--- src/rtl/ddr_rd_pkg.sv ---
// Shared types and helpers for the DDR read output sequencer.
// Assumes burst lengths of 2, 4 and 8 only (at most four element pairs).
package ddr_rd_pkg;

    // Latched mode settings used by every read.
    typedef struct packed {
        logic       cl_half;   // 1: half-cycle extra latency
        logic [1:0] bl_log2;   // 1, 2 or 3
        logic       ilv;       // 1: interleaved order
    } rd_mode_t;

    // Index of the last element pair of a burst for a given length code.
    function automatic logic [1:0] last_pair(input logic [1:0] bl_log2);
        case (bl_log2)
            2'd2:    return 2'd1;
            2'd3:    return 2'd3;
            default: return 2'd0;
        endcase
    endfunction

endpackage

--- src/rtl/ddr_rd_engine.sv ---
// Mode latch, command stage and burst engine on the CAS-latency-2 grid.
// The engine produces one element pair per cycle, plus a preamble marker.
// A read that arrives while a burst runs takes over at once, so a later
// read splices onto or truncates the running burst.
// Assumes COLW >= 3 and DW >= BANKW + COLW. The mode is written only
// while no read is in flight.
module ddr_rd_engine
    import ddr_rd_pkg::*;
#(
    parameter int DW    = 16,
    parameter int COLW  = 10,
    parameter int BANKW = 2
) (
    input  logic             clk,
    input  logic             rst_n,
    input  logic             mode_we,
    input  logic             mode_cl_half,
    input  logic [1:0]       mode_bl,
    input  logic             mode_ilv,
    input  logic             rd_v,
    input  logic [BANKW-1:0] rd_bank,
    input  logic [COLW-1:0]  rd_col,
    input  logic             rd_ap,
    output logic             cl_half,
    output logic             g_dv,
    output logic             g_pre,
    output logic [DW-1:0]    g_rise,
    output logic [DW-1:0]    g_fall,
    output logic             done_v,
    output logic [BANKW-1:0] done_bank,
    output logic             done_ap
);

    rd_mode_t mode_q;

    logic             a_v;
    logic [BANKW-1:0] a_bank;
    logic [COLW-1:0]  a_col;
    logic             a_ap;

    logic             busy;
    logic [BANKW-1:0] e_bank;
    logic [COLW-1:0]  e_col;
    logic             e_ap;
    logic [1:0]       e_bl;
    logic             e_ilv;
    logic [1:0]       beat;
    logic [1:0]       e_last;
    logic             at_end;
    logic [DW-1:0]    w0;
    logic [DW-1:0]    w1;

    // Column of element k inside the burst-length-aligned block.
    function automatic logic [COLW-1:0] burst_col(
        input logic [COLW-1:0] c,
        input logic [1:0]      bl,
        input logic            il,
        input logic [2:0]      k
    );
        logic [2:0]      m;
        logic [2:0]      o;
        logic [2:0]      off;
        logic [COLW-1:0] r;
        m        = 3'((4'd1 << bl) - 4'd1);
        o        = c[2:0] & m;
        off      = il ? (o ^ k) : ((o + k) & m);
        r        = c;
        r[2:0]   = (c[2:0] & ~m) | (off & m);
        return r;
    endfunction

    assign cl_half   = mode_q.cl_half;
    assign e_last    = last_pair(e_bl);
    assign at_end    = busy && (beat == e_last);
    assign done_v    = busy && (at_end || a_v);
    assign done_bank = e_bank;
    assign done_ap   = e_ap;
    assign w0 = DW'({e_bank, burst_col(e_col, e_bl, e_ilv, {1'b0, beat, 1'b0})});
    assign w1 = DW'({e_bank, burst_col(e_col, e_bl, e_ilv, {1'b0, beat, 1'b1})});

    // Mode register: latch settings, normalising length code 0 to 2 elements.
    always_ff @(posedge clk) begin
        if (!rst_n) begin
            mode_q <= '{cl_half: 1'b0, bl_log2: 2'd2, ilv: 1'b0};
        end else if (mode_we) begin
            mode_q <= '{cl_half: mode_cl_half,
                        bl_log2: (mode_bl == 2'd0) ? 2'd1 : mode_bl,
                        ilv:     mode_ilv};
        end
    end

    // Command stage: register the read sampled on this edge.
    always_ff @(posedge clk) begin
        if (!rst_n) begin
            a_v    <= 1'b0;
            a_bank <= '0;
            a_col  <= '0;
            a_ap   <= 1'b0;
        end else begin
            a_v    <= rd_v;
            a_bank <= rd_bank;
            a_col  <= rd_col;
            a_ap   <= rd_ap;
        end
    end

    // Burst engine: take over a new read, else advance or finish the burst.
    always_ff @(posedge clk) begin
        if (!rst_n) begin
            busy   <= 1'b0;
            e_bank <= '0;
            e_col  <= '0;
            e_ap   <= 1'b0;
            e_bl   <= 2'd1;
            e_ilv  <= 1'b0;
            beat   <= '0;
        end else if (a_v) begin
            busy   <= 1'b1;
            e_bank <= a_bank;
            e_col  <= a_col;
            e_ap   <= a_ap;
            e_bl   <= mode_q.bl_log2;
            e_ilv  <= mode_q.ilv;
            beat   <= '0;
        end else if (at_end) begin
            busy   <= 1'b0;
        end else if (busy) begin
            beat   <= beat + 2'd1;
        end
    end

    // Pair launch: emit the current pair, or mark a preamble cycle.
    always_ff @(posedge clk) begin
        if (!rst_n) begin
            g_dv   <= 1'b0;
            g_pre  <= 1'b0;
            g_rise <= '0;
            g_fall <= '0;
        end else begin
            g_dv   <= busy;
            g_pre  <= a_v && !busy;
            g_rise <= busy ? w0 : '0;
            g_fall <= busy ? w1 : '0;
        end
    end

    // a preamble cycle is always followed by data.
    assert_pre_then_data_R5: assert property (@(posedge clk) disable iff (!rst_n)
        g_pre |=> g_dv);

    // the beat never runs past the last pair of the burst.
    assert_beat_bound_R3: assert property (@(posedge clk) disable iff (!rst_n)
        busy |-> (beat <= e_last));

endmodule

--- src/rtl/ddr_rd_phase.sv ---
// Maps the CAS-latency-2 pair stream onto the output halves.
// For CAS latency 2.5 the stream is delayed by one half cycle: the rise half
// carries the previous cycle's fall element and the fall half carries the
// current rise element.
// Assumes cl_half is static while a stream is running.
module ddr_rd_phase #(
    parameter int DW = 16
) (
    input  logic          clk,
    input  logic          rst_n,
    input  logic          cl_half,
    input  logic          g_dv,
    input  logic          g_pre,
    input  logic [DW-1:0] g_rise,
    input  logic [DW-1:0] g_fall,
    output logic [DW-1:0] dq_rise,
    output logic [DW-1:0] dq_fall,
    output logic [1:0]    dq_oe,
    output logic [1:0]    dqs_val,
    output logic [1:0]    dqs_oe
);

    logic          p_dv;
    logic          p_sv;
    logic [DW-1:0] p_fall;
    logic          g_sv;

    assign g_sv = g_dv | g_pre;

    // Hold the fall half of the previous cycle for the half-cycle shift.
    always_ff @(posedge clk) begin
        if (!rst_n) begin
            p_dv   <= 1'b0;
            p_sv   <= 1'b0;
            p_fall <= '0;
        end else begin
            p_dv   <= g_dv;
            p_sv   <= g_sv;
            p_fall <= g_fall;
        end
    end

    // Select aligned or half-shifted halves by CAS latency.
    always_comb begin
        if (cl_half) begin
            dq_rise = p_fall;
            dq_fall = g_rise;
            dq_oe   = {g_dv, p_dv};
            dqs_oe  = {g_sv, p_sv};
            dqs_val = {g_dv, 1'b0};
        end else begin
            dq_rise = g_rise;
            dq_fall = g_fall;
            dq_oe   = {g_dv, g_dv};
            dqs_oe  = {g_sv, g_sv};
            dqs_val = {1'b0, g_dv};
        end
    end

    // the strobe is enabled on every half that carries data.
    assert_strobe_with_data_R4: assert property (@(posedge clk) disable iff (!rst_n)
        (dq_oe[0] |-> dqs_oe[0]) and (dq_oe[1] |-> dqs_oe[1]));

    // strobe level follows element parity (even high, odd low).
    assert_strobe_level_R4: assert property (@(posedge clk) disable iff (!rst_n)
        (dq_oe[0] |-> (dqs_val[0] == !cl_half)) and (dq_oe[1] |-> (dqs_val[1] == cl_half)));

endmodule

--- src/rtl/ddr_rd_ap_track.sv ---
// Per-bank auto-precharge tracker. It counts cycles since each bank's row
// activation, saturating at TRAS. It records a pending auto-precharge when
// a flagged burst completes and pulses ap_start once the row-active time
// is met.
// Assumes at most one completion per cycle (one burst engine).
module ddr_rd_ap_track #(
    parameter int BANKW = 2,
    parameter int TRAS  = 6
) (
    input  logic                  clk,
    input  logic                  rst_n,
    input  logic                  act_v,
    input  logic [BANKW-1:0]      act_bank,
    input  logic                  done_v,
    input  logic [BANKW-1:0]      done_bank,
    input  logic                  done_ap,
    output logic [2**BANKW-1:0]   ap_start
);

    localparam int NBANK = 2 ** BANKW;
    localparam int CW    = $clog2(TRAS + 1);

    for (genvar b = 0; b < NBANK; b++) begin : g_bank
        logic [CW-1:0] cnt;
        logic          pend;
        logic          fire;
        logic          fire_q;
        logic          set;

        assign set  = done_v && done_ap && (done_bank == BANKW'(b));
        assign fire = pend && (cnt >= CW'(TRAS));
        assign ap_start[b] = fire_q;

        // Row-active counter: restart on activation, saturate at TRAS.
        always_ff @(posedge clk) begin
            if (!rst_n) begin
                cnt <= '0;
            end else if (act_v && (act_bank == BANKW'(b))) begin
                cnt <= '0;
            end else if (cnt < CW'(TRAS)) begin
                cnt <= cnt + CW'(1);
            end
        end

        // Pending flag and start pulse: fire once the row-active time is met.
        always_ff @(posedge clk) begin
            if (!rst_n) begin
                pend   <= 1'b0;
                fire_q <= 1'b0;
            end else begin
                pend   <= set | (pend & ~fire);
                fire_q <= fire;
            end
        end

        // a precharge never starts before the row-active time has passed.
        assert_tras_met_R9: assert property (@(posedge clk) disable iff (!rst_n)
            fire_q |-> ($past(cnt) >= CW'(TRAS)));
    end

endmodule

--- src/rtl/ddr_rd_seq.sv ---
// Top of the DDR read burst output sequencer: engine, phase shifter and
// auto-precharge tracker. All outputs are half-cycle pairs on one clock.
module ddr_rd_seq #(
    parameter int DW    = 16,
    parameter int COLW  = 10,
    parameter int BANKW = 2,
    parameter int TRAS  = 6
) (
    input  logic                clk,
    input  logic                rst_n,
    input  logic                mode_we,
    input  logic                mode_cl_half,
    input  logic [1:0]          mode_bl,
    input  logic                mode_ilv,
    input  logic                act_v,
    input  logic [BANKW-1:0]    act_bank,
    input  logic                rd_v,
    input  logic [BANKW-1:0]    rd_bank,
    input  logic [COLW-1:0]     rd_col,
    input  logic                rd_ap,
    output logic [DW-1:0]       dq_rise,
    output logic [DW-1:0]       dq_fall,
    output logic [1:0]          dq_oe,
    output logic [1:0]          dqs_val,
    output logic [1:0]          dqs_oe,
    output logic [2**BANKW-1:0] ap_start
);

    logic             cl_half;
    logic             g_dv;
    logic             g_pre;
    logic [DW-1:0]    g_rise;
    logic [DW-1:0]    g_fall;
    logic             done_v;
    logic [BANKW-1:0] done_bank;
    logic             done_ap;

    ddr_rd_engine #(.DW(DW), .COLW(COLW), .BANKW(BANKW)) u_engine (
        .clk          (clk),
        .rst_n        (rst_n),
        .mode_we      (mode_we),
        .mode_cl_half (mode_cl_half),
        .mode_bl      (mode_bl),
        .mode_ilv     (mode_ilv),
        .rd_v         (rd_v),
        .rd_bank      (rd_bank),
        .rd_col       (rd_col),
        .rd_ap        (rd_ap),
        .cl_half      (cl_half),
        .g_dv         (g_dv),
        .g_pre        (g_pre),
        .g_rise       (g_rise),
        .g_fall       (g_fall),
        .done_v       (done_v),
        .done_bank    (done_bank),
        .done_ap      (done_ap)
    );

    ddr_rd_phase #(.DW(DW)) u_phase (
        .clk     (clk),
        .rst_n   (rst_n),
        .cl_half (cl_half),
        .g_dv    (g_dv),
        .g_pre   (g_pre),
        .g_rise  (g_rise),
        .g_fall  (g_fall),
        .dq_rise (dq_rise),
        .dq_fall (dq_fall),
        .dq_oe   (dq_oe),
        .dqs_val (dqs_val),
        .dqs_oe  (dqs_oe)
    );

    ddr_rd_ap_track #(.BANKW(BANKW), .TRAS(TRAS)) u_ap (
        .clk       (clk),
        .rst_n     (rst_n),
        .act_v     (act_v),
        .act_bank  (act_bank),
        .done_v    (done_v),
        .done_bank (done_bank),
        .done_ap   (done_ap),
        .ap_start  (ap_start)
    );

endmodule

--- config.mk ---
export PLATFORM = sky130hd
export DESIGN_NAME = ddr_rd_seq
export DESIGN_NICKNAME = d
export VERILOG_FILES = /design/src/rtl/ddr_rd_pkg.sv /design/src/rtl/ddr_rd_engine.sv /design/src/rtl/ddr_rd_phase.sv /design/src/rtl/ddr_rd_ap_track.sv /design/src/rtl/ddr_rd_seq.sv
export SDC_FILE = /design/constraint.sdc
export NUM_CORES = 1
export LEC_CHECK = 0
export ABC_AREA = 1
export BUFFER_PORTS_ARGS = -buffer_cell sky130_fd_sc_hd__buf_2
export CAP_MARGIN = 20
export CORE_UTILIZATION = 60
export DETAILED_ROUTE_END_ITERATION = 10
export PLACE_DENSITY = 0.84
export SLEW_MARGIN = 20
export SYNTH_ARGS = -nofsm -noshare
export SYNTH_HDL_FRONTEND = slang
export SYNTH_HIERARCHICAL = 1
export SYNTH_SLANG_ARGS = --single-unit
--- constraint.sdc ---
create_clock -name clk -period 2.7 [get_ports clk]
set_input_delay 0.135 -clock clk [delete_from_list [all_inputs] [get_ports clk]]
set_output_delay 0.135 -clock clk [all_outputs]
set_load 0.05 [all_outputs]
==> flow_metrics.tcl <==
set metrics [dict create \
    final_util_pct 69.08 \
    synthMuxAreaShare_pct 0 \
    ant_nets 0 \
    synthArstFlopShare_pct 0 \
    die_y_microns 83.28 \
    worst_ep_arrival_time_ns 1.90 \
    ir_drop_v 0.0004256 \
    synth.distinct_cells 28 \
    start_util_pct 62.42 \
    vias 3130 \
    routed_wl_microns 6890 \
    wl_per_cell_microns 10.31 \
    ios 66 \
    track_usage_pct 21.35 \
    synth-edff-count 0 \
    clk_path_buf_depth 2 \
    relSlewSlack_pct -0.8342 \
    clk_pin_slew_ns 0.09 \
    yosys.area_share.simple_pct 26.83 \
    endpoint_kind "primary output" \
    final_layout_size_suffix_gt1_share_pct 18.61 \
    status "finished, violations left" \
    layout.nets 620 \
    whs_path_depth 3 \
    synth_seq_cells 92 \
    crit_required_ns 2.57 \
    postLayoutCellArea_sq_um 4387 \
    rsz0062_at_grt "false" \
    reg2regPathDepth 7 \
    p_leak_nw 2.431 \
    post-place-ws_ns 1.088 \
    ctsHtreeMaxLevel 3 \
    met3_usage_pct 3.976 \
    grt_pass1_vias 2874 \
    met1_usage_pct 26.37 \
    dieArea_sq_um 6936 \
    ctsResizeCount 0 \
    dpl-instance-area_sq_um 4049 \
    critPathLaunchType "register" \
    overflow 0 \
    synth.avg_cell_area_sq_um 7.423 \
    clock_sinks 92 \
    setup_viol 0 \
    finalHoldViolCount 0 \
    grt_pass1_wl_microns 12020 \
    vias_per_cell 4.686 \
    cts-root-buf "clkbuf_8" \
    synth_xor_xnor_area_share_pct 0.2210 \
    fmax_mhz 491.4 \
    setup_tns_ns 0 \
    synth_area_sq_um 3964 \
    synth_top_family_by_area "simple AND/OR/NAND/NOR gates" \
    fin_crit_ns 2.035 \
    syn_inst 534 \
    numPortBuffers 61 \
    grt.busiest_layer "met2" \
    cts_tree "done" \
    drv_slew 1 \
    period_share_pct 75.37 \
    place_congestion 0.8810 \
    synth_compound_area_share_pct 6.376 \
    synth_fa_ha_area_share_pct 3.030 \
    post-dp-hpwl_microns 4847 \
    coreArea_sq_um 6350 \
    clock_skew_ns 0.007253 \
    hold_path_class "in2reg" \
    drcViolationCount 0 \
    ys_seq_area_share_pct 46.46 \
    grt_max_degree 34 \
    num_rows 29 \
    area_growth_pct 10.67 \
    antenna_found_initial 0 \
    ys.flop_type "dfxtp_1" \
    yosysWarnings 6 \
    r2r_setup_slack_ns 1.09 \
    critPathMaxFanout 33 \
    cap_violations 0 \
    use_met2_pct 35.84 \
    tightest_slew_ns 1.497 \
    worstSetupPathType "reg2out" \
    violations "slew limit" \
    cts_buffers 9 \
    antennaDiodeCount 0 \
    drt_first_pass_iters 4 \
    first_iter_violations 148 \
    insertion_delay_ns 0.35 \
    power_density_nw_per_um2 599.2 \
    die_w_microns 83.28 \
    setup_slack_ns 0.6651 \
]
[final timing paths]
path / startpoint / endpoint
worst max-delay path: u_engine/cl_half / dq_fall[7]
worst max register to register: u_engine/e_bl[1] / u_engine/g_fall[1]
worst min register to register: u_engine/g_fall[2] / u_phase/p_fall[2]
worst min-delay path: mode_bl[1] / u_engine/mode_q[2]
[timing repair]
| action | 4_1_cts | 5_1_grt |
|---|---|---|
| setup buffers | 0 | 0 |
| hold buffers | 14 | 0 |
| endpoints found under the hold margin | 14 | 0 |
[logic make-up after synthesis]
logic type / Yosys count
AO/OA/AOI/OAI: 43
buffers and inverters: 126
adder cells (fa/ha/maj): 9
flip-flops: 92
AND/OR/NAND/NOR: 262
XOR/XNOR: 1
other: 1
[registers in the layout (all words and copies together) (netlist names), 2 cells and up]
signal / cells
u_ap/g_bank.pend: 4
u_ap/g_bank.cnt: 12
u_engine/g_fall: 3
u_phase/p_fall: 16
u_engine/e_bl: 2
u_engine/mode_q: 3
u_engine/a_col: 10
u_engine/g_rise: 12
u_engine/done_bank: 2
u_engine/a_bank: 2
u_ap/g_bank.fire_q: 4
u_engine/e_col: 10
u_engine/beat: 2
[power by group]
part / internal (mW) / switching [mW]
Sequential: 1.41 / 0.0383
Clock: 0.434 / 0.480
Combinational: 0.0866 / 0.184
Total: 1.93 / 0.703
[metal layers]
metal,vias to the layer above,wire length (microns)
li1,1672,-
met1,1357,3209
met2,93,3229
met3,8,364
met4,0,87
met5,-,0
[stage by stage]
stage | hold WS [ns] | total power [mW] | instances
finish | 0.01890 | 2.629 | 668
global route | 0.04038 | 2.741 | 668
CTS | 0.003937 | 2.648 | 668
detailed placement | 0.3206 | 1.727 | 639
global placement | 0.3185 | 1.715 | 639
floorplan | 0.2326 | 1.700 | 541
[area by class of cell]
cell class / count / area [sq um]
clock buffers: 9 / 123.9
clock inverters: 6 / 73.82
fillers: 505 / 1963
inverters: 84 / 315.3
multi-input cells: 323 / 1475
flip-flops and latches: 92 / 1842
well taps: 77 / 96.34
repair buffers: 77 / 460.4
[placed cells by master (no fill, tap or decap), types with 8 or more instances in the layout]
| cell type | instances |
|---|---|
| conb_1 | 8 |
| dfxtp_1 | 92 |
| nand3_1 | 17 |
| nand2_2 | 15 |
| nand2_1 | 178 |
| inv_1 | 74 |
| dlygate4sd3_1 | 14 |
| clkbuf_8 | 9 |
| o21ai_0 | 10 |
| ha_1 | 8 |
| nor2_1 | 44 |
| o21ai_1 | 12 |
| inv_2 | 10 |
| buf_2 | 61 |
| a21oi_1 | 9 |
[worst max-delay path, cell delays in order, from the launching register on]
cell	delay [ns]
dfxtp_1	0.73
inv_2	0.38
nand2_1	0.15
nand2_1	0.07
buf_2	0.21
[cell usage after synthesis, types with 5 or more instances]
master	count	share of area (%)
nand2_2	15	2.4
o21ai_0	10	1.3
ha_1	8	2.5
o21ai_1	12	1.5
inv_1	74	7.0
dfxtp_1	92	46
nand3_1	17	2.1
buf_2	5	0.63
a21oi_1	9	1.1
buf_4	29	5.5
nand2_1	178	17
inv_2	10	0.95
a21oi_2	5	1.1
nor2_1	44	4.2
No activity file was read; power rests on OpenSTA's default activity.
